`config.mk`:
```
export PLATFORM = sky130hd
export DESIGN_NAME = pcpu_local_regs
export DESIGN_NICKNAME = d
export VERILOG_FILES = /design/src/rtl/lrw_pkg.sv /design/src/rtl/lrw_target_sel.sv /design/src/rtl/lrw_bank.sv /design/src/rtl/pcpu_local_regs.sv
export SDC_FILE = /design/constraint.sdc
export NUM_CORES = 1
export LEC_CHECK = 0
export ABC_AREA = 1
export BUFFER_PORTS_ARGS = -buffer_cell sky130_fd_sc_hd__buf_2
export CAP_MARGIN = 25
export CELL_PAD_IN_SITES_DETAIL_PLACEMENT = 0
export CELL_PAD_IN_SITES_GLOBAL_PLACEMENT = 1
export CORE_UTILIZATION = 35
export DETAILED_ROUTE_END_ITERATION = 10
export PLACE_DENSITY = 0.9
export SLEW_MARGIN = 20
export SYNTH_ARGS = -nofsm -noshare
export SYNTH_HDL_FRONTEND = slang
export SYNTH_SLANG_ARGS = --single-unit
```
`constraint.sdc`:
```
create_clock -name clk -period 4.61 [get_ports clk]
set_clock_uncertainty 0.2 [all_clocks]
set_input_delay 1.1525 -clock clk [delete_from_list [all_inputs] [get_ports clk]]
set_output_delay 1.1525 -clock clk [all_outputs]
set_load 0.02 [all_outputs]
```
`src/rtl/lrw_pkg.sv`:
```
package lrw_pkg;
  localparam int DW    = 32;
  localparam int OFF_W = 4;
  localparam int FLAG_BIT = 31;

  localparam logic [OFF_W-1:0] OFF_CTRL     = 4'd0;
  localparam logic [OFF_W-1:0] OFF_PEND     = 4'd1;
  localparam logic [OFF_W-1:0] OFF_MASK     = 4'd2;
  localparam logic [OFF_W-1:0] OFF_MASK_CLR = 4'd3;
  localparam logic [OFF_W-1:0] OFF_MASK_SET = 4'd4;
  localparam logic [OFF_W-1:0] OFF_CMAP     = 4'd5;
  localparam logic [OFF_W-1:0] OFF_OTHER    = 4'd6;
  localparam logic [OFF_W-1:0] OFF_IDENT    = 4'd7;
  localparam logic [OFF_W-1:0] OFF_CMP_LO   = 4'd8;
  localparam logic [OFF_W-1:0] OFF_CMP_HI   = 4'd9;

  // Low-bit field mask of a given width.
  function automatic logic [DW-1:0] field_mask(int width);
    return (DW'(1) << width) - DW'(1);
  endfunction

  // Mask update from the set and clear strobes.
  function automatic logic [DW-1:0] mask_update(logic [DW-1:0] cur, logic [DW-1:0] wd,
                                                 logic set, logic clr, int width);
    logic [DW-1:0] f;
    f = wd & field_mask(width);
    if (set)      return cur | f;
    else if (clr) return cur & ~f;
    return cur;
  endfunction

  // Pin field of a map write is legal if it is at most max_pin.
  function automatic logic pin_legal(logic [DW-1:0] wd, int width, int max_pin);
    return (wd & field_mask(width)) <= DW'(max_pin);
  endfunction

  function automatic logic index_legal(logic [DW-1:0] wd, int count);
    return wd < DW'(count);
  endfunction

  function automatic logic [DW-1:0] bit_word(logic b, int pos);
    return DW'(b) << pos;
  endfunction

  function automatic logic [DW-1:0] map_word(logic flag, logic [DW-1:0] pin);
    return bit_word(flag, FLAG_BIT) | pin;
  endfunction
endpackage

```
`src/rtl/lrw_target_sel.sv`:
```
module lrw_target_sel #(
  parameter int NUM_CPU = 4,
  parameter int CPU_W   = 2
) (
  input  logic                     req_other,
  input  logic [CPU_W-1:0]         req_cpu,
  input  logic [NUM_CPU*CPU_W-1:0] other_flat,
  output logic [CPU_W-1:0]         tgt_idx,
  output logic                     tgt_ok
);
  localparam logic [CPU_W:0] NCPU_V = (CPU_W+1)'(NUM_CPU);

  logic             cpu_ok;
  logic [CPU_W-1:0] base_cpu;

  assign cpu_ok   = {1'b0, req_cpu} < NCPU_V;
  assign base_cpu = cpu_ok ? req_cpu : '0;
  assign tgt_idx  = req_other ? other_flat[base_cpu*CPU_W +: CPU_W] : base_cpu;
  assign tgt_ok   = cpu_ok;
endmodule

```
`src/rtl/lrw_bank.sv`:
```
module lrw_bank import lrw_pkg::*; #(
  parameter int NUM_CPU  = 4,
  parameter int CPU_W    = 2,
  parameter int MASK_W   = 6,
  parameter int MASK_RST = 'h32,
  parameter int PIN_W    = 6,
  parameter int MAX_PIN  = 5
) (
  input  logic              clk,
  input  logic              rst_n,
  input  logic              wr_en,
  input  logic [OFF_W-1:0]  wr_off,
  input  logic [DW-1:0]     wr_data,
  input  logic              expire,
  output logic [MASK_W-1:0] mask_q,
  output logic              pend_cmp_q,
  output logic [PIN_W-1:0]  map_pin_q,
  output logic              map_en_q,
  output logic [CPU_W-1:0]  other_q
);
  localparam logic [MASK_W-1:0] MRST   = MASK_W'(MASK_RST);
  localparam logic [PIN_W-1:0]  MAXP   = PIN_W'(MAX_PIN);
  localparam logic [CPU_W:0]    NCPU_V = (CPU_W+1)'(NUM_CPU);

  // Named write events.
  logic wr_mask_set, wr_mask_clr, wr_map_ok, wr_map_bad;
  logic wr_other_ok, wr_other_bad, wr_cmp_lo;
  logic [DW-1:0] mask_nx;

  assign wr_mask_set  = wr_en && (wr_off == OFF_MASK_SET);
  assign wr_mask_clr  = wr_en && (wr_off == OFF_MASK_CLR);
  assign wr_map_ok    = wr_en && (wr_off == OFF_CMAP) &&  pin_legal(wr_data, PIN_W, MAX_PIN);
  assign wr_map_bad   = wr_en && (wr_off == OFF_CMAP) && !pin_legal(wr_data, PIN_W, MAX_PIN);
  assign wr_other_ok  = wr_en && (wr_off == OFF_OTHER) &&  index_legal(wr_data, NUM_CPU);
  assign wr_other_bad = wr_en && (wr_off == OFF_OTHER) && !index_legal(wr_data, NUM_CPU);
  assign wr_cmp_lo    = wr_en && (wr_off == OFF_CMP_LO);
  assign mask_nx      = mask_update(DW'(mask_q), wr_data, wr_mask_set, wr_mask_clr, MASK_W);

  always_ff @(posedge clk) begin
    if (!rst_n) begin
      mask_q     <= MRST;
      pend_cmp_q <= 1'b0;
      map_pin_q  <= '0;
      map_en_q   <= 1'b1;
      other_q    <= '0;
    end else begin
      mask_q <= mask_nx[MASK_W-1:0];
      if (expire)         pend_cmp_q <= 1'b1;
      else if (wr_cmp_lo) pend_cmp_q <= 1'b0;
      if (wr_map_ok) begin
        map_pin_q <= wr_data[PIN_W-1:0];
        map_en_q  <= wr_data[FLAG_BIT];
      end
      if (wr_other_ok) other_q <= wr_data[CPU_W-1:0];
    end
  end

  AST_OTHER_IN_RANGE: assert property (@(posedge clk) disable iff (!rst_n)
    {1'b0, other_q} < NCPU_V);
  AST_OTHER_HOLD: assert property (@(posedge clk) disable iff (!rst_n)
    wr_other_bad |=> $stable(other_q));
  AST_MAP_PIN_LEGAL: assert property (@(posedge clk) disable iff (!rst_n)
    map_pin_q <= MAXP);
  AST_MAP_HOLD: assert property (@(posedge clk) disable iff (!rst_n)
    wr_map_bad |=> $stable({map_en_q, map_pin_q}));
  AST_PEND_CLEAR: assert property (@(posedge clk) disable iff (!rst_n)
    (wr_cmp_lo && !expire) |=> !pend_cmp_q);
  AST_PEND_SET: assert property (@(posedge clk) disable iff (!rst_n)
    expire |=> pend_cmp_q);
  AST_MASK_SET_KEEPS: assert property (@(posedge clk) disable iff (!rst_n)
    wr_mask_set |=> ((mask_q & $past(mask_q)) == $past(mask_q)));
endmodule

```
`src/rtl/pcpu_local_regs.sv`:
```
module pcpu_local_regs import lrw_pkg::*; #(
  parameter int NUM_CPU  = 4,
  parameter int CPU_W    = (NUM_CPU > 1) ? $clog2(NUM_CPU) : 1,
  parameter int MASK_W   = 6,
  parameter int MASK_RST = 'h32,
  parameter int CMP_BIT  = 1,
  parameter int PIN_W    = 6,
  parameter int MAX_PIN  = 5
) (
  input  logic                     clk,
  input  logic                     rst_n,
  input  logic                     req_valid,
  input  logic                     req_write,
  input  logic                     req_other,
  input  logic [CPU_W-1:0]         req_cpu,
  input  logic [OFF_W-1:0]         req_off,
  input  logic [DW-1:0]            req_wdata,
  output logic [DW-1:0]            rd_data,
  input  logic [NUM_CPU*DW-1:0]    cmp_value_in,
  input  logic [NUM_CPU-1:0]       timer_expire,
  output logic                     cmp_wr_valid,
  output logic [CPU_W-1:0]         cmp_wr_cpu,
  output logic [DW-1:0]            cmp_wr_data,
  output logic [NUM_CPU-1:0]       cmp_pending,
  output logic [NUM_CPU-1:0]       cmp_enabled,
  output logic [NUM_CPU*PIN_W-1:0] cmp_pin,
  output logic [NUM_CPU-1:0]       cmp_pin_en
);
  logic [NUM_CPU*CPU_W-1:0] other_flat;
  logic [CPU_W-1:0]         tgt_idx;
  logic                     tgt_ok;
  logic                     acc_rd, acc_wr, fwd_ev;
  logic [DW-1:0]            rd_next;

  logic [MASK_W-1:0] mask_a [NUM_CPU];
  logic [PIN_W-1:0]  pin_a  [NUM_CPU];
  logic [CPU_W-1:0]  oth_a  [NUM_CPU];
  logic [NUM_CPU-1:0] pend_v, pen_v;

  lrw_target_sel #(.NUM_CPU(NUM_CPU), .CPU_W(CPU_W)) u_sel (
    .req_other (req_other),
    .req_cpu   (req_cpu),
    .other_flat(other_flat),
    .tgt_idx   (tgt_idx),
    .tgt_ok    (tgt_ok)
  );

  assign acc_rd = req_valid && tgt_ok && !req_write;
  assign acc_wr = req_valid && tgt_ok &&  req_write;
  assign fwd_ev = acc_wr && (req_off == OFF_CMP_LO);

  for (genvar i = 0; i < NUM_CPU; i++) begin : g_bank
    logic wr_hit;
    assign wr_hit = acc_wr && (tgt_idx == CPU_W'(i));

    lrw_bank #(
      .NUM_CPU(NUM_CPU), .CPU_W(CPU_W), .MASK_W(MASK_W), .MASK_RST(MASK_RST),
      .PIN_W(PIN_W), .MAX_PIN(MAX_PIN)
    ) u_bank (
      .clk       (clk),
      .rst_n     (rst_n),
      .wr_en     (wr_hit),
      .wr_off    (req_off),
      .wr_data   (req_wdata),
      .expire    (timer_expire[i]),
      .mask_q    (mask_a[i]),
      .pend_cmp_q(pend_v[i]),
      .map_pin_q (pin_a[i]),
      .map_en_q  (pen_v[i]),
      .other_q   (oth_a[i])
    );

    assign other_flat[i*CPU_W +: CPU_W] = oth_a[i];
    assign cmp_pending[i]               = pend_v[i];
    assign cmp_enabled[i]               = mask_a[i][CMP_BIT];
    assign cmp_pin[i*PIN_W +: PIN_W]    = pin_a[i];
    assign cmp_pin_en[i]                = pen_v[i];
  end

  always_comb begin
    rd_next = '0;
    case (req_off)
      OFF_PEND:   rd_next = bit_word(pend_v[tgt_idx], CMP_BIT);
      OFF_MASK:   rd_next = DW'(mask_a[tgt_idx]);
      OFF_CMAP:   rd_next = map_word(pen_v[tgt_idx], DW'(pin_a[tgt_idx]));
      OFF_OTHER:  rd_next = DW'(oth_a[tgt_idx]);
      OFF_IDENT:  rd_next = DW'(tgt_idx);
      OFF_CMP_LO: rd_next = cmp_value_in[tgt_idx*DW +: DW];
      default:    rd_next = '0;
    endcase
  end

  always_ff @(posedge clk) begin
    if (!rst_n) begin
      rd_data      <= '0;
      cmp_wr_valid <= 1'b0;
      cmp_wr_cpu   <= '0;
      cmp_wr_data  <= '0;
    end else begin
      rd_data      <= acc_rd ? rd_next : '0;
      cmp_wr_valid <= fwd_ev;
      if (fwd_ev) begin
        cmp_wr_cpu  <= tgt_idx;
        cmp_wr_data <= req_wdata;
      end
    end
  end

  AST_RD_IDLE_ZERO: assert property (@(posedge clk) disable iff (!rst_n)
    !acc_rd |=> (rd_data == '0));
  AST_CTRL_HI_ZERO: assert property (@(posedge clk) disable iff (!rst_n)
    (acc_rd && (req_off == OFF_CTRL || req_off == OFF_CMP_HI)) |=> (rd_data == '0));
  AST_IDENT_READ: assert property (@(posedge clk) disable iff (!rst_n)
    (acc_rd && req_off == OFF_IDENT) |=> (rd_data == DW'($past(tgt_idx))));
  AST_FWD_DATA: assert property (@(posedge clk) disable iff (!rst_n)
    fwd_ev |=> (cmp_wr_valid && cmp_wr_data == $past(req_wdata)));
  AST_FWD_ONLY: assert property (@(posedge clk) disable iff (!rst_n)
    !fwd_ev |=> !cmp_wr_valid);
endmodule

```
==> reports/results.tsv, run 1 <==
metric	value	unit
status	finished, final reports clean	
m1WireLength	10100	um
vias	6599	
ant_nets	0	
slew_viol_final	0	
grt_start_max_net_pins	76	
wire_per_inst	16.1	um
cts_buffers	17	
path_cells	buf_2, inv_2, nand2_1, nand3_2, nand2_4, nand2_8, nor2_8, nand2_2, inv_2, nand2_1, o21ai_0, a21oi_1	
setup_violations	0	
syn2layout_area_growth	33.2	%
grt.total_usage	0.239	
wl_met3	1310	um
syn_area	6100	um^2
worstSetupPathType	in2reg	
critPathArrivalTime	3.34	ns
antenna_found_initial	0	
drt_first_iter_violations	546	
cp-start-kind	input pin	
grt_pass1_vias	6121	
synth_mux_area_frac	0	
cts.htree.levels	4	
layout_common_cells	277 x buf_2, 230 x nand2_1, 131 x dfxtp_1, 79 x a21oi_1, 73 x nor2_1	
clock-root-buffer	clkbuf_16	
synth_simple_gate_area_share	0.278	
synth_top_family_by_area	simple AND/OR/NAND/NOR gates	
grt_pass1_wl	33300	um
place_inst	1297	
syn-num-nets	1027	
maxCapViolCount	0	
crit_slowest_cell	nor2_8	
synth_edf_count	0	
tightestPinTransition	0.934	ns
post-route-min-period	3.26	ns
slowest_delay	0.52	ns
endpoint_kind	flop	
ys_types	34	
place.gp.congestion	0.818	
vias_per_cell	4.97	
topRoutingLayerUsed	met4	
critPathMaxFanout	37	
fin_area	8120	um^2
die-height	134	um
cts_hold_buf	0	
p_leak	4.03	nW
ctsResizeCount	0	
rows	47	
start_util	0.363	
post-route-period-util	0.707	
hold_class	reg2reg	
io_buffers	277	
nNetsFinal	1271	
coreArea	16800	um^2
post-route-drc-count	0	
ios	278	
placed_cell_area	7470	um^2
ys_async_sr_fraction	0	
clk_path_buf_depth	2	
clock_sinks	131	
cts_setup_buffers	0	
finalNonFillerCells	1329	
cts_tree	done	
synth-compound-area-share	0.200	
die_w	134	um
dp_hpwl	15400	um
synth_ff_type	dfxtp_1	
fmax	0.307	GHz
drive_gt1_frac	0.311	
max_slew_margin	0.376	
rsz0062_at_grt	no	
diodes	0	
clock_latency	0.42	ns
syn_area_per_cell	7.16	um^2
totalPowerFinal	0.00295	W
finalHoldViolCount	0	
r2r_slack	1.87	ns
synth-xor-area-share	0	
crit_required	4.69	ns
ir_worst_vdd	276	uV
synth_cells	852	
clk_pin_slew	0.06	ns
setup-tns-final	0	ns
power.density	363	nW/um^2
synthAdderAreaFrac	0	
drt-total-wl	21500	um
grt_overflow	0	
synth.ff_latch_count	131	
ys.warnings.count	0	
yosysSeqAreaShare	0.430	
die_area	18000	um^2
dr.pass1.iters	5	
dr_wl_met2	9920	um
layout_commonest_cell	buf_2	
## Yosys cell counts, types with 2 or more instances
| cell type | count | share of area |
|---|---|---|
| nand2_4 | 3 | 0.0055 |
| nand2_2 | 6 | 0.0062 |
| nand2_1 | 230 | 0.14 |
| nor4_1 | 5 | 0.0051 |
| inv_2 | 10 | 0.0062 |
| o211ai_1 | 4 | 0.0049 |
| a21oi_1 | 79 | 0.065 |
| dfxtp_1 | 131 | 0.43 |
| nor2_4 | 2 | 0.0037 |
| clkbuf_1 | 21 | 0.013 |
| nor2_1 | 74 | 0.046 |
| buf_2 | 10 | 0.0082 |
| nand3_1 | 46 | 0.038 |
| nor2_8 | 2 | 0.0066 |
| nor2_2 | 3 | 0.0031 |
| inv_1 | 50 | 0.031 |
| buf_4 | 16 | 0.020 |
| a22oi_1 | 50 | 0.062 |
| nor3_1 | 5 | 0.0041 |
| buf_1 | 3 | 0.0018 |
| nand4_1 | 8 | 0.0082 |
| buf_6 | 4 | 0.0074 |
| o21ai_1 | 10 | 0.0082 |
| o21ai_0 | 70 | 0.057 |
## metrics by stage
stage	util	worst slack, ns	hold WS, ns
after floorplan	-	2.03	0.226
after global placement	0.444	1.09	0.244
after detailed placement	0.444	1.08	0.245
after CTS	0.483	1.38	0.254
after global routing	0.483	1.20	0.270
final	0.483	1.35	0.253
## cell type report
| class | count | area, um^2 |
|---|---|---|
| clock inverter | 15 | 231 |
| clock buffer | 17 | 425 |
| tap | 220 | 275 |
| inverter | 62 | 238 |
| fill | 1797 | 8700 |
| sequential | 131 | 2620 |
| multi-input combinational | 604 | 2920 |
| timing repair buffer | 280 | 1410 |
## logic make-up (layout without fill, tap and decap cells)
kind of cell | count (synthesis) | after routing
and+or+nand+nor | 389 | 389
AOI/OAI and AO/OA | 215 | 215
DFF | 131 | 131
buffers and inverters | 117 | 374
## layer usage
metal | up-vias | track usage
met4 | 0 | 0.0630
met2 | 211 | 0.357
met1 | 3052 | 0.339
met3 | 15 | 0.0608
li1 | 3321 | -
met5 | - | 0
## worst paths after layout
check,start,cells past startpoint,end
hold / removal,flop,2,flop
hold reg to reg,flop,2,flop
setup reg to reg,g_bank[2].u_bank.other_q[0],11,g_bank[1].u_bank.map_pin_q[0]
setup / recovery,req_cpu[1],12,g_bank[1].u_bank.map_pin_q[0]
## power by group
part	switching (W)	internal, W	total [W]
Sequential	0.00000466	0.00114	0.00115
Combinational	0.000188	0.000109	0.000297
Clock	0.000541	0.000965	0.00151
Total	0.000734	0.00221	0.00295
## worst max-delay path: cells and delay by family
kind | cells | cell delay [ns]
buf+inv | 3 | 0.30
compound gates | 2 | 0.41
simple gates | 7 | 1.46
Power figures use the tool's default switching activity.
==> inputs of run 2 (changes only) <==
- CORE_UTILIZATION: 35 -> 29
- PLACE_DENSITY: 0.9 -> 0.8
- clock period: 4.61 -> 2.7 ns (I/O delays scaled with it)
==> reports/results.tsv, run 2 (synthesized netlist as in run 1, its figures left out) <==
metric	value	unit	change
vias	6721		+1.8%
dp_hpwl	16800	um	+9.0%
slew_viol_final	0		unchanged
setup_ws	0.438	ns	-0.912 ns
fmax	0.442	GHz	
r2r_slack	0.65	ns	-1.22 ns
regToRegEndpoint	rd_data[5]		
post-route-drc-count	0		unchanged
r2r-start	g_bank[2].u_bank.other_q[0]		
start_util	0.299		-0.0641
critPathMaxFanout	7		-81%
drt-total-wl	22700	um	+5.7%
cts_hold_buf	0		unchanged
crit_slowest_cell	nor2_1		
ios	278		unchanged
status	finished, final reports clean		
hold_end	g_bank[0].u_bank.map_pin_q[4]		
maxCapViolCount	0		unchanged
place.gp.congestion	0.811		-0.78%
clock-root-buffer	clkbuf_16		
drive_gt1_frac	0.326		+0.0152
r2r_cells	13		+2
cp-start-kind	input pin		
worst_hold_slack	0.254	ns	+0.00125 ns
post-route-period-util	0.838		
die_area	21600	um^2	+20%
grt_start_max_net_pins	76		unchanged
fillCellCount	2190		+22%
crit_required	2.80	ns	-1.89 ns
cts_setup_buffers	0		unchanged
crit_family	simple AND/OR/NAND/NOR gates		
grt.total_usage	0.207		-0.0313
cts.htree.levels	4		unchanged
ff_latch_area	2620	um^2	unchanged
die-height	147	um	+9.7%
vias_per_cell	4.79		-3.6%
finalHoldViolCount	0		unchanged
cts_tree	done		
die_w	147	um	+9.7%
path_cells	buf_2, nor2_1, nand3_1, nor4_1, nand2_1, nor2_1, nand2_1, o21ai_0, a21oi_1		
drt_first_iter_violations	444		-19%
clock_latency	0.42	ns	about the same
syn2layout_area_growth	36.4	%	
layout_commonest_cell	buf_2		
grt_overflow	0		unchanged
wire_per_inst	16.1	um	about the same
hold_class	reg2reg		
critPathLaunch	req_off[3]		
ant_nets	0		unchanged
max_slew_margin	0.521		+0.145
nNetsFinal	1296		+2.0%
min_from	g_bank[0].u_bank.map_pin_q[4]		
multi_input_area	2920	um^2	unchanged
grt_pass1_wl	34700	um	+4.3%
io_buffers	277		unchanged
coreArea	20400	um^2	+21%
rsz0062_at_grt	no		
layout_common_cells	277 x buf_2, 230 x nand2_1, 131 x dfxtp_1, 79 x a21oi_1, 73 x nor2_1		
p_leak	4.13	nW	+2.4%
clk_path_buf_depth	2		unchanged
slowest_delay	0.40	ns	-0.12 ns
dr.pass1.iters	5		unchanged
holdPathStages	2		unchanged
cts_buffers	17		unchanged
post-route-min-period	2.26	ns	
pre_cts_ws	0.0207	ns	-1.05 ns
clk_pin_slew	0.06	ns	about the same
cp.buffers_inverters	1		-2
tightestPinTransition	0.719	ns	-0.215 ns
clock_sinks	131		unchanged
critPathArrivalTime	2.36	ns	-0.98 ns
ir_worst_vdd	408	uV	+48%
rows	52		+11%
grt_pass1_vias	6205		+1.4%
power.density	582	nW/um^2	+60%
ctsResizeCount	0		unchanged
worstSetupPathType	in2reg		
endpoint_kind	flop		
setup_violations	0		unchanged
setup-tns-final	0	ns	unchanged
antenna_found_initial	0		unchanged
diodes	0		unchanged
==> run 2: final cells by class <==
class	count	share of cell area
clock buffers	18	0.0528
clock inverters	14	0.0185
inverters	62	0.0286
multi-input cells	604	0.351
flip-flops and latches	131	0.315
well taps	270	0.0406
repair buffers	305	0.193
==> run 2: how the worst max path moves through the flow <==
stage | to | slack, ns | cells past startpoint
floorplan | flop | 0.60 | 11
global placement | g_bank[0].u_bank.other_q[1] | 0.05 | 10
detailed placement | g_bank[3].u_bank.other_q[0] | 0.02 | 10
CTS | g_bank[3].u_bank.other_q[0] | 0.46 | 10
global route | g_bank[0].u_bank.other_q[1] | 0.15 | 10
finish | g_bank[3].u_bank.other_q[0] | 0.44 | 9
==> run 2: worst min-delay path: stages, from the launching register on <==
cell	delay, ns
dfxtp_1	0.32
nand2_1	0.06
nor2_1	0.03
==> run 2: power by group <==
group / internal (W) / total, W / switching (W)
combinational: 0.000209 / 0.000539 / 0.000330
sequential: 0.00195 / 0.00195 / 0.00000777
clock: 0.00140 / 0.00235 / 0.000953
==> run 2: layer usage <==
layer,wire [um],track usage
met5,0,0
met4,237,0.0562
met3,1570,0.0497
met2,10300,0.326
met1,10600,0.283
==> run 2: metrics by stage <==
stage               power, W  instance area (um^2)   util  instances
floorplan            0.00229                  6100      -        852
global placement     0.00253                  7730  0.378       1372
detailed placement   0.00253                  7730  0.378       1372
CTS                  0.00489                  8320  0.407       1404
global route         0.00504                  8320  0.407       1404
finish               0.00484                  8320  0.407       1404
==> inputs of run 3 (changes only) <==
- ABC_AREA: 1 -> 0
- CORE_UTILIZATION: 29 -> 31
- clock period: 2.7 -> 1.85 ns (I/O delays scaled with it)
==> reports/results.tsv, run 3 <==
metric	value	unit	change
status	finished, violations left		
violations	negative setup slack		
post-route-min-period	2.22	ns	
worstSetupPathType	reg2reg		
fillCellCount	1802		-18%
grt_start_max_net_pins	56		-26%
grt_overflow	0		unchanged
start_util	0.318		+0.0191
cts_hold_buf	0		unchanged
critPathMaxFanout	6		-1
pre_cts_ws	-0.867	ns	-0.888 ns
synth_cells	634		-26%
syn_area_per_cell	9.81	um^2	+37%
clk_pin_slew	0.06	ns	about the same
layout_common_cells	275 x buf_2, 126 x dfxtp_1, 103 x nand2_1, 83 x buf_4, 48 x a21oi_1		
drt-total-wl	24400	um	+7.8%
fmax	0.450	GHz	
power.density	688	nW/um^2	+18%
totalPowerFinal	0.00687	W	+42%
clock_latency	0.42	ns	about the same
yosysSeqAreaShare	0.421		-0.00847
rows	51		-1.9%
die-height	144	um	-2.3%
clk_path_buf_depth	2		unchanged
slew_viol_final	0		unchanged
drive_gt1_frac	0.584		+0.257
place.gp.congestion	0.845		+4.1%
max_slew_margin	0.723		+0.203
drt_first_iter_violations	301		-32%
tightestPinTransition	0.403	ns	-0.315 ns
dp_hpwl	18500	um	+9.9%
syn-num-nets	809		-21%
setup-tns-final	-23.17	ns	-23.17 ns
wl_met3	1820	um	+16%
synth_common_cells	131 x dfxtp_1, 126 x nand2_1, 61 x a21oi_1, 32 x nor2_1		
clock_sinks	131		unchanged
worst_hold_slack	0.0544	ns	-0.200 ns
maxCapViolCount	0		unchanged
final_core_util	0.510		+0.102
ys.warnings.count	0		unchanged
cp-start-kind	flop		
grt.total_usage	0.230		+0.0228
critPathArrivalTime	2.32	ns	-0.04 ns
grt_pass1_vias	6141		-1.0%
ios	278		unchanged
finalHoldViolCount	0		unchanged
synth_ff_type	dfxtp_1		
endpoint_kind	flop		
dr.pass1.iters	5		unchanged
post-route-period-util	1.20		
vias	6434		-4.3%
layout_commonest_cell	buf_2		
grt_pass1_wl	34600	um	-0.28%
ant_nets	0		unchanged
post-route-drc-count	0		unchanged
setup_violations	97		+97
nNetsFinal	1175		-9.3%
wire_per_inst	19.1	um	+18%
die_w	144	um	-2.3%
ys_types	56		+65%
cts_tree	done		
p_leak	4.39	nW	+6.4%
hold_class	in2reg		
r2r-start	g_bank[0].u_bank.other_q[0]		
syn2layout_area_growth	60.4	%	
setup_ws	-0.371	ns	-0.809 ns
die_area	20600	um^2	-4.5%
ir_worst_vdd	603	uV	+48%
m1WireLength	9430	um	-11%
synth_top_area_cell	dfxtp_1		
synth_edf_count	0		unchanged
crit_required	1.95	ns	-0.85 ns
synth_area_leaders	dfxtp_1 42%, mux4_2 8.0%, nand2_1 7.6%, mux4_1 6.8%, a21oi_1 4.9%		
critPathLaunch	g_bank[0].u_bank.other_q[0]		
vias_per_cell	5.03		+5.0%
syn_area	6220	um^2	+2.0%
io_buffers	277		unchanged
clock-root-buffer	clkbuf_16		
coreArea	19600	um^2	-4.1%
cts.htree.levels	4		unchanged
min_from	timer_expire[2]		
dr_wl_met2	12600	um	+22%
ys_async_sr_fraction	0		unchanged
antenna_found_initial	4		+4
cts_buffers	17		unchanged
synth_top_area_share	0.421		-0.00847
synth.ff_latch_count	131		unchanged
rsz0062_at_grt	yes		
topRoutingLayerUsed	met4		
synth_most_common_cell	dfxtp_1		
-- run 3: cell type report --
type	count	area, um^2	area share
antenna	4	10.0	0.00100
clock buffer	18	429	0.0430
clock inverter	12	88.8	0.00890
inverter	3	11.3	0.00113
multi-input combinational	444	3790	0.380
sequential	131	2630	0.263
tap	265	332	0.0332
timing repair buffer	403	2690	0.270
-- run 3: routing by layer --
layer / vias up / GRT usage
met5: - / 0
met1: 3098 / 0.258
met4: 0 / 0.102
met2: 277 / 0.412
met3: 27 / 0.0553
li1: 3032 / -
-- run 3: kinds of logic (layout without fill, tap and decap cells) --
logic type	after synthesis	count (layout)	share of synthesized area
other	0	4	0
AO/OA/AOI/OAI	116	117	0.124
buffers and inverters	61	436	0.0553
multiplexers	65	65	0.192
AND/OR/NAND/NOR	261	262	0.207
flip-flops	131	131	0.421
-- run 3: what timing repair did --
item | in CTS | in global routing
cloned | 2 | 1
pin swaps | 49 | 49
setup endpoints to repair | 97 | 97
gates resized for setup | 83 | 65
buffers inserted | 19 | 10
-- run 3: final timing paths --
| check | endpoint | slack (ns) | depth (start not counted) |
|---|---|---|---|
| setup / recovery | rd_data[2] | -0.37 | 11 |
| hold / removal | g_bank[2].u_bank.pend_cmp_q | 0.05 | 3 |
| setup reg to reg | rd_data[2] | -0.37 | 11 |
| hold reg to reg | cmp_wr_data[17] | 0.25 | 2 |
-- run 3: metrics by stage --
step | instance area, um^2 | cells
3_3_place_gp | 8610 | 1215
5_1_grt | 9980 | 1280
6_report | 9980 | 1280
4_1_cts | 9630 | 1266
3_5_place_dp | 8610 | 1215
2_1_floorplan | 6370 | 634
-- run 3: worst max-delay path, cell delays in order, from the launching register on --
cell and delay (ns):
dfxtp_2 0.32, mux2_4 0.28, a21oi_4 0.20, a31oi_4 0.05
buf_12 0.16, buf_12 0.13, buf_4 0.14, mux2i_1 0.15
buf_4 0.14, o22ai_2 0.07, o21ai_2 0.18, a21oi_1 0.09
-- run 3: power breakdown --
| group | leakage, nW | switching (W) | internal [W] |
|---|---|---|---|
| logic | 3.09 | 0.000455 | 0.000541 |
| registers | 1.06 | 0.0000137 | 0.00284 |
| clock network | 0.244 | 0.00132 | 0.00170 |
